<file path="config.mk">
export PLATFORM = sky130hd
export DESIGN_NAME = xbus_phase_seq
export DESIGN_NICKNAME = d
export VERILOG_FILES = /design/src/rtl/xbus_seq_pkg.sv /design/src/rtl/xbus_zone_sel.sv /design/src/rtl/xbus_phase_fsm.sv /design/src/rtl/xbus_phase_seq.sv
export SDC_FILE = /design/constraint.sdc
export NUM_CORES = 1
export LEC_CHECK = 0
export ABC_AREA = 1
export CORE_MARGIN = 5
export CORE_UTILIZATION = 48
export CTS_CLUSTER_DIAMETER = 80
export DETAILED_ROUTE_END_ITERATION = 10
export PLACE_DENSITY_LB_ADDON = 0.08
export REMOVE_ABC_BUFFERS = 1
export SYNTH_ARGS = -nofsm -noshare
export SYNTH_HDL_FRONTEND = slang
export SYNTH_HIERARCHICAL = 1
export SYNTH_SLANG_ARGS = --single-unit
</file>
<file path="constraint.sdc">
create_clock -name clk -period 3.01 [get_ports clk]
set_clock_uncertainty 0.05 [all_clocks]
set_input_delay 0.301 -clock clk [delete_from_list [all_inputs] [get_ports clk]]
set_output_delay 0.301 -clock clk [all_outputs]
set_load 0.01 [all_outputs]
</file>
<file path="src/rtl/xbus_seq_pkg.sv">
package xbus_seq_pkg;

    // Field positions inside one zone timing word, in units of FW bits
    localparam int F_RD_LEAD  = 0;
    localparam int F_RD_ACT   = 1;
    localparam int F_RD_TRAIL = 2;
    localparam int F_WR_LEAD  = 3;
    localparam int F_WR_ACT   = 4;
    localparam int F_WR_TRAIL = 5;
    localparam int NUM_FIELDS = 6;

    typedef enum logic [2:0] {
        ST_IDLE,
        ST_LEAD,
        ST_ACTIVE,
        ST_TRAIL,
        ST_DONE
    } seq_state_e;

endpackage

</file>
<file path="src/rtl/xbus_zone_sel.sv">
module xbus_zone_sel
    import xbus_seq_pkg::*;
#(
    parameter int NZONES = 4,
    parameter int FW     = 3,
    localparam int ZONE_W = $clog2(NZONES),
    localparam int CFG_W  = NUM_FIELDS * FW + 2,
    localparam int LW     = FW + 1
) (
    input  logic [ZONE_W-1:0]       zone,
    input  logic                    wr,
    input  logic [NZONES*CFG_W-1:0] zone_cfg,
    output logic [LW-1:0]           lead_len,
    output logic [LW-1:0]           act_len,
    output logic [LW-1:0]           trail_len,
    output logic                    use_rdy
);

    logic [CFG_W-1:0] cfg_arr [NZONES];
    logic [CFG_W-1:0] cfg;
    logic [FW-1:0]    lead_raw, act_raw, trail_raw;
    logic             dbl;

    for (genvar z = 0; z < NZONES; z++) begin : g_zone
        assign cfg_arr[z] = zone_cfg[z*CFG_W +: CFG_W];
    end

    assign cfg = cfg_arr[zone];

    always_comb begin
        if (wr) begin
            lead_raw  = cfg[F_WR_LEAD*FW  +: FW];
            act_raw   = cfg[F_WR_ACT*FW   +: FW];
            trail_raw = cfg[F_WR_TRAIL*FW +: FW];
        end else begin
            lead_raw  = cfg[F_RD_LEAD*FW  +: FW];
            act_raw   = cfg[F_RD_ACT*FW   +: FW];
            trail_raw = cfg[F_RD_TRAIL*FW +: FW];
        end
        dbl     = cfg[NUM_FIELDS*FW];
        use_rdy = cfg[NUM_FIELDS*FW + 1];
        // doubling scales only the programmed counts
        lead_len  = dbl ? {lead_raw, 1'b0}  : {1'b0, lead_raw};
        act_len   = dbl ? {act_raw, 1'b0}   : {1'b0, act_raw};
        trail_len = dbl ? {trail_raw, 1'b0} : {1'b0, trail_raw};
    end

endmodule

</file>
<file path="src/rtl/xbus_phase_fsm.sv">
module xbus_phase_fsm
    import xbus_seq_pkg::*;
#(
    parameter int LW = 4
) (
    input  logic          clk,
    input  logic          rst_n,
    input  logic          req,
    input  logic          req_wr,
    input  logic [LW-1:0] lead_len,
    input  logic [LW-1:0] act_len,
    input  logic [LW-1:0] trail_len,
    input  logic          use_rdy,
    input  logic          ready,
    output logic          cs_n,
    output logic          rd_n,
    output logic          wr_n,
    output logic          done
);

    seq_state_e    state, nxt_state;
    logic [LW-1:0] cnt, nxt_cnt;
    logic [LW-1:0] act_q, trail_q;
    logic          rdy_q, wr_q;

    // next state and phase counter
    always_comb begin
        nxt_state = state;
        nxt_cnt   = cnt;
        unique case (state)
            ST_IDLE: begin
                if (req) begin
                    if (lead_len != '0) begin
                        nxt_state = ST_LEAD;
                        nxt_cnt   = lead_len - LW'(1);
                    end else begin
                        nxt_state = ST_ACTIVE;
                        nxt_cnt   = act_len;
                    end
                end
            end
            ST_LEAD: begin
                if (cnt != '0) begin
                    nxt_cnt = cnt - LW'(1);
                end else begin
                    nxt_state = ST_ACTIVE;
                    nxt_cnt   = act_q;
                end
            end
            ST_ACTIVE: begin
                if (cnt != '0) begin
                    nxt_cnt = cnt - LW'(1);
                end else if (rdy_q && !ready) begin
                    nxt_state = ST_ACTIVE;   // wait cycle
                end else if (trail_q != '0) begin
                    nxt_state = ST_TRAIL;
                    nxt_cnt   = trail_q - LW'(1);
                end else begin
                    nxt_state = ST_DONE;
                end
            end
            ST_TRAIL: begin
                if (cnt != '0) begin
                    nxt_cnt = cnt - LW'(1);
                end else begin
                    nxt_state = ST_DONE;
                end
            end
            ST_DONE: nxt_state = ST_IDLE;
            default: nxt_state = ST_IDLE;
        endcase
    end

    // state register and per-access latches
    always_ff @(posedge clk or negedge rst_n) begin
        if (!rst_n) begin
            state   <= ST_IDLE;
            cnt     <= '0;
            act_q   <= '0;
            trail_q <= '0;
            rdy_q   <= 1'b0;
            wr_q    <= 1'b0;
        end else begin
            state <= nxt_state;
            cnt   <= nxt_cnt;
            if (state == ST_IDLE && req) begin
                act_q   <= act_len;
                trail_q <= trail_len;
                rdy_q   <= use_rdy;
                wr_q    <= req_wr;
            end
        end
    end

    // outputs decoded from state
    always_comb begin
        cs_n = 1'b1;
        rd_n = 1'b1;
        wr_n = 1'b1;
        done = 1'b0;
        unique case (state)
            ST_IDLE:   ;
            ST_LEAD:   cs_n = 1'b0;
            ST_ACTIVE: begin
                cs_n = 1'b0;
                rd_n = wr_q;
                wr_n = !wr_q;
            end
            ST_TRAIL:  cs_n = 1'b0;
            ST_DONE:   done = 1'b1;
            default:   ;
        endcase
    end

endmodule

</file>
<file path="src/rtl/xbus_phase_seq.sv">
module xbus_phase_seq
    import xbus_seq_pkg::*;
#(
    parameter int NZONES = 4,
    parameter int FW     = 3,
    localparam int ZONE_W = $clog2(NZONES),
    localparam int CFG_W  = NUM_FIELDS * FW + 2,
    localparam int LW     = FW + 1
) (
    input  logic                    clk,
    input  logic                    rst_n,
    input  logic                    req,
    input  logic                    req_wr,
    input  logic [ZONE_W-1:0]       req_zone,
    input  logic [NZONES*CFG_W-1:0] zone_cfg,
    input  logic                    ready,
    output logic                    cs_n,
    output logic                    rd_n,
    output logic                    wr_n,
    output logic                    done
);

    logic [LW-1:0] lead_len, act_len, trail_len;
    logic          use_rdy;

    xbus_zone_sel #(
        .NZONES (NZONES),
        .FW     (FW)
    ) u_zone_sel (
        .zone      (req_zone),
        .wr        (req_wr),
        .zone_cfg  (zone_cfg),
        .lead_len  (lead_len),
        .act_len   (act_len),
        .trail_len (trail_len),
        .use_rdy   (use_rdy)
    );

    xbus_phase_fsm #(
        .LW (LW)
    ) u_fsm (
        .clk       (clk),
        .rst_n     (rst_n),
        .req       (req),
        .req_wr    (req_wr),
        .lead_len  (lead_len),
        .act_len   (act_len),
        .trail_len (trail_len),
        .use_rdy   (use_rdy),
        .ready     (ready),
        .cs_n      (cs_n),
        .rd_n      (rd_n),
        .wr_n      (wr_n),
        .done      (done)
    );

endmodule

</file>
**Yosys cells after proc, flatten, opt, wreduce, memory -nomap -nowiden**

Cells that the tools add are included.

- Reduce and logical (&&, ||, !) cells: 12
- Multiplexer cells: 29
- Equal/unequal tests: 11
- Magnitude comparators: 1
- Bitwise gates (word level): 1
- Add/subtract/negate cells: 3

Operator list:

| operator | count |
|---|---|
| 20-bit binary-select mux with 2-bit select | 1 |
| 20-bit 2-to-1 mux | 2 |
| 4-bit 2-to-1 mux | 10 |
| 3-bit 2-to-1 mux | 9 |
| 4-bit case mux with 4 select lines | 1 |
| 4-bit nonzero test | 4 |
| 3-bit case mux with 4 select lines | 1 |
| 4-bit by 1-bit subtractor with 4-bit output, second input constant | 3 |
| 2-bit != test, second input constant | 4 |
| 3-bit by 2-bit == test with 1-bit output, second input constant | 2 |
| 5-bit AND reduction | 1 |
| 1-bit 2-to-1 mux | 4 |
| 4-bit AND reduction | 1 |
| 3-bit by 1-bit == test with 1-bit output, second input constant | 1 |
| 3-bit == test, second input constant | 1 |
| 3-bit greater-or-equal comparator, second input constant | 1 |
| 3-bit logical NOT | 1 |
| 3-bit by 1-bit != test with 1-bit output, second input constant | 1 |
| 3-bit by 2-bit != test with 1-bit output, second input constant | 1 |
| 2-bit NOT with 3-bit output | 1 |
| 3-bit OR reduction | 1 |
| 1-bit logical AND | 2 |
| 1-bit logical NOT | 2 |
| 2-bit 2-to-1 mux | 1 |
| 2-bit by 1-bit != test with 1-bit output, second input constant | 1 |

- Register bits: 17
- Output and inout bits: 4

**Logic depth before layout (Yosys ltp)**

- Depth after elaboration: 10
- Depth in mapped cells: 17
- Gate-level depth less buffers: 16

**Hierarchy**

The synthesis kept the hierarchy.

By module, submodules not included:

| module | times used | sequential area each (µm²) | area each (µm²) | cells each |
|---|---|---|---|---|
| xbus_phase_fsm | 1 | 425.4 | 1186.1 | 173 |
| xbus_zone_sel | 1 | 0.0 | 1136.1 | 254 |

**Worst setup path before layout**

OpenSTA, ideal clock, no wires.

- Kind: input to register
- Start point: input port req_zone[1]
- End point: register u_fsm.state[1]
- Library setup time: 0.126 ns
- Slack: 1.054 ns
- Required time: 2.834 ns
- Stages: 15
- Path buffers: 2
- Arrival time: 1.780 ns
- Path through: buf_4 inv_2 buf_4 nand3_1 nand3_1 nand2_1 nor2_1 inv_1 ha_1 nand2_1 inv_1 a21oi_1 o21ai_1 nand2_1 o21ai_0

- Word-level cells in the longest chain between the ends: 10

Ends and longest elaborated chain:

| element | line | source |
|---|---|---|
| start, declared | xbus_phase_seq.sv:14 | `input logic [ZONE_W-1:0] req_zone,` |
| 2-bit NOT with 3-bit output (not written as such) (*) | xbus_zone_sel.sv:28 | `assign cfg = cfg_arr[zone];` |
| 20-bit binary-select mux with 2-bit select (*) | xbus_zone_sel.sv:28 |  |
| 20-bit 2-to-1 mux (not written as such) (*) (2 in series) | xbus_zone_sel.sv:28 |  |
| 3-bit 2-to-1 mux | xbus_zone_sel.sv:31 | `if (wr) begin` |
| 4-bit 2-to-1 mux (*) | xbus_zone_sel.sv:43 | `lead_len = dbl ? {lead_raw, 1'b0} : {1'b0, lead_raw};` |
| via lead_len[0] | xbus_phase_seq.sv:23 | `logic [LW-1:0] lead_len, act_len, trail_len;` |
| 4-bit nonzero test (*) | xbus_phase_fsm.sv:33 | `if (lead_len != '0) begin` |
| 2-bit 2-to-1 mux (*) | xbus_phase_fsm.sv:33 |  |
| 3-bit 2-to-1 mux (*) | xbus_phase_fsm.sv:32 | `if (req) begin` |
| 3-bit case mux with 4 select lines (*) | xbus_phase_fsm.sv:30 | `unique case (state)` |
| end signal, assigned | xbus_phase_fsm.sv:84 | `state <= nxt_state;` |
| end, declared | xbus_phase_fsm.sv:21 | `seq_state_e state, nxt_state;` |

The timed path passes the listed nets; every way through them passes the cells marked *. The select of a mux whose other input is x is not followed.
A chain may end at the register's enable or synchronous reset.

**Final worst setup path**

- Start point: input port req_zone[1]
- End point: register u_fsm.cnt[1]

- Word-level cells in the longest chain between the ends: 10
- Elaborated cells on any way between the ends: 13
- Classes of those cells: 1 x add/sub; 10 x mux; 1 x bitwise; 1 x reduce/logical

Ends and longest elaborated chain:

| element | line | source |
|---|---|---|
| 2-bit NOT with 3-bit output (not written as such) (*) | xbus_zone_sel.sv:28 |  |
| 20-bit binary-select mux with 2-bit select (*) | xbus_zone_sel.sv:28 |  |
| 20-bit 2-to-1 mux (not written as such) (*) (2 in series) | xbus_zone_sel.sv:28 |  |
| 3-bit 2-to-1 mux | xbus_zone_sel.sv:31 |  |
| 4-bit 2-to-1 mux (*) | xbus_zone_sel.sv:43 |  |
| via lead_len[1] | xbus_phase_seq.sv:23 |  |
| 4-bit by 1-bit subtractor with 4-bit output or 4-bit nonzero test (tied branches) | xbus_phase_fsm.sv:35, xbus_phase_fsm.sv:33 |  |
| 4-bit 2-to-1 mux (*) | xbus_phase_fsm.sv:33 |  |
| 4-bit 2-to-1 mux (*) | xbus_phase_fsm.sv:32 |  |
| 4-bit case mux with 4 select lines (*) | xbus_phase_fsm.sv:30 |  |
| end signal, assigned | xbus_phase_fsm.sv:85 | `cnt <= nxt_cnt;` |
| end, declared | xbus_phase_fsm.sv:22 | `logic [LW-1:0] cnt, nxt_cnt;` |

Marks and branches as above.

==> impl_metrics.json <==
{
  "path_max_fanout": 14,
  "p_per_area_nw_per_um2": 536.5,
  "drv_cap": 0,
  "start_util_pct": 49.17,
  "critPathRequiredTime_ns": 3.11,
  "routed_wl_mm": 6.595,
  "clkPwrFrac_pct": 9.9,
  "grt_max_degree": 34,
  "grt_pass1_vias": 2749,
  "reg2reg_slack_ns": 1.24,
  "die_h_um": 79.56,
  "drive_gt1_share_pct": 7.198,
  "vdd_drop_max_uv": 543.9,
  "synth_top_area_share_pct": 23.44,
  "yosys-top-cells-area": "nand2_1 (23%), dfrtp_1 (18%), nand3_1 (17%)",
  "cts.sinks": 17,
  "end_kind": "register",
  "dp_hpwl_mm": 5.469,
  "swShare_pct": 47.33,
  "path_class": "input pin to register",
  "switching_power_mw": 0.8388,
  "fill_cells": 427,
  "final_max_slew_viol_count": 0,
  "hold_viol": 0,
  "area_growth_syn_to_layout_pct": 42.24,
  "ctsHtreeMaxLevel": 1,
  "status": "finished clean",
  "crit_chain": "clkdlybuf4s50_1, inv_2, nand3_2, nand2_4, clkinv_4, nand3_1, nand2_1, inv_1, ha_1, nand2_1, inv_1, nand2_1, nand3_1, nand3_1, nor2_1, nor2_1",
  "antenna_found_initial": 0,
  "tightest_slew_ns": 0.7755,
  "ys_seq_area_share_pct": 18.32,
  "cts_tree": "done",
  "insertion_delay_ns": 0.25,
  "cts_hold_buf": 0,
  "routabilityCongestion": 0.8725,
  "dr.pass1.iters": 5,
  "setup_ws_ns": 0.5377,
  "yosysTopAreaCell": "nand2_1",
  "cpMaxStageDelayCell": "clkdlybuf4s50_1",
  "start_kind": "input pin",
  "synth_top_family_by_area": "simple AND/OR/NAND/NOR gates",
  "grt_setup_unrepaired": "no",
  "synth_edf_count": 0,
  "seqPwrFrac_pct": 24.5,
  "drc": 0,
  "dp_slack_ns": 0.2857,
  "synth-compound-area-share_pct": 3.825,
  "port_buffers": 90,
  "cts_root_buf": "clkbuf_8",
  "rows": 25,
  "tns_ns": 0,
  "arrival_ns": 2.57,
  "fmax_mhz": 404.5,
  "hp-class": "input pin to async pin",
  "grt_pass1_wl_mm": 11.25,
  "synth_top_cells_by_count": "nand2_1 (145), inv_1 (82), nand3_1 (78)",
  "critical_path.max_stage_delay_ns": 0.53,
  "muxShareOfSynthArea_pct": 2.425,
  "synth_xor_area_share_pct": 1.131,
  "p_leak_nw": 1.804,
  "io_pins": 91,
  "synth-main-ff-cell": "dfrtp_1",
  "slew_headroom_pct": 48.14,
  "period_minus_slack_ns": 2.472,
  "synth-simple-area-share_pct": 52.48,
  "gr-total-overflow": 0,
  "syn_area_um2": 2322,
  "power.internal_mw": 0.9333,
  "clkTransAtPathRegs_ns": 0.07,
  "vias": 2806,
  "yosysMostFrequentCell": "nand2_1",
  "cts_max_path_buffers": 2,
  "dieArea_um2": 6329,
  "combPwrFrac_pct": 65.5,
  "antenna_left": 0,
  "coreArea_um2": 4723,
  "ys_ff_latch": 17,
  "fin_nets": 606,
  "vias_per_cell": 4.830,
  "finalCritPeriodShare_pct": 82.13,
  "setup_viol": 0,
  "track_usage_pct": 21.91,
  "synthAdderAreaFrac_pct": 2.155,
  "dieWidth_um": 79.56,
  "post_drt_wl_per_cell_um": 11.35,
  "cts_buffers": 3,
  "cts_resized": 0,
  "netlist_instances": 427,
  "synth.avg_cell_area_um2": 5.438,
  "dr.first_iter.drc_count": 187,
  "postCtsSetupBuffers": 0,
  "yosys_warnings": 6,
  "diodes": 0,
  "synthDistinctLibCells": 29,
  "async_flop_share_pct": 100.0
}
## logic make-up after synthesis
family                   count (synthesis)
flip-flops                              17
adder cells (fa/ha/maj)                  4
multiplexers                             5
XOR/XNOR                                 3
AND/OR/NAND/NOR                        278
buffers and inverters                  103
AO/OA/AOI/OAI                           17
## layer usage
| layer | wire length, um | part of all wire (%) | up-vias | GRT usage, % |
|---|---|---|---|---|
| met5 | 0 | 0 | - | 0 |
| met4 | 84 | 1.3 | 0 | 4.124 |
| met3 | 373 | 5.7 | 8 | 3.950 |
| met2 | 3284 | 50 | 70 | 39.98 |
| met1 | 2853 | 43 | 1251 | 26.79 |
| li1 | - | - | 1477 | - |
## path summary, 6_finish.rpt
check,endpoint,depth (start not counted),start
min,u_fsm/act_q[3],1,rst_n
max reg2reg,u_fsm/cnt[1],9,u_fsm/cnt[0]
max,u_fsm/cnt[1],16,req_zone[1]
min reg2reg,u_fsm/rdy_q,1,u_fsm/rdy_q
min in group clk,u_fsm/rdy_q,1,u_fsm/rdy_q
max in group asynchronous,u_fsm/cnt[1],1,rst_n
## layout make-up
class / instances / area, um2 / area share, %
clock buffers: 3 / 41.29 / 1.250
clock inverters: 1 / 7.507 / 0.2273
multi-input cells: 307 / 1440 / 43.60
flip-flops and latches: 17 / 425.4 / 12.88
repair buffers: 97 / 965.9 / 29.24
well taps: 67 / 83.83 / 2.538
inverters: 89 / 339.1 / 10.27
## power by group through the flow
stage | clock [mW] | combinational, mW | sequential (mW)
2_1_floorplan | 0 | 0.782 | 0.414
3_3_place_gp | 0 | 1.12 | 0.432
4_1_cts | 0.178 | 1.16 | 0.433
3_5_place_dp | 0 | 1.14 | 0.437
5_1_grt | 0.198 | 1.32 | 0.449
6_report | 0.176 | 1.16 | 0.435
## sequential cells by signal, summed over array words and instances, names as in the netlist
signal,cells
u_fsm/rdy_q,1
u_fsm/state,3
u_fsm/wr_q,1
u_fsm/act_q,4
u_fsm/trail_q,4
u_fsm/cnt,4
## stage by stage
stage               util, %  total power, mW  cells  instance area [um2]  hold slack (ns)
global placement      68.90            1.551    577                 3254           0.4293
detailed placement    68.90            1.581    577                 3254           0.4476
CTS                   69.93            1.769    581                 3303           0.4639
floorplan                 -            1.197    413                 2205         -0.04459
global route          69.93            1.966    581                 3303           0.4803
finish                69.93            1.772    581                 3303           0.4486
## worst max-delay path: cells and delay by family
kind | cells | cell delay [ns]
adder cells (fa/ha/maj) | 1 | 0.22
buffers and inverters | 5 | 1.09
AND/OR/NAND/NOR | 10 | 0.96
## cells in the final DEF, fill, tap and decap left out, drive strengths merged
cell type | Yosys | final
clkinv | 2 | 2
xor2 | 3 | 3
buf | 14 | 7
o22ai | 1 | 1
clkdlybuf4s50 | 0 | 90
clkbuf | 0 | 3
clkinvlp | 0 | 1
nand2 | 147 | 147
nor2 | 42 | 42
o211ai | 1 | 1
nand3b | 1 | 1
or2 | 2 | 2
inv | 87 | 87
nand3 | 83 | 83
ha | 4 | 4
nand4 | 1 | 1
dfrtp | 17 | 17
o21ai | 9 | 9
nor3 | 2 | 2
mux2 | 5 | 5
a21oi | 6 | 6
No activity file was read; power rests on OpenSTA's default activity.
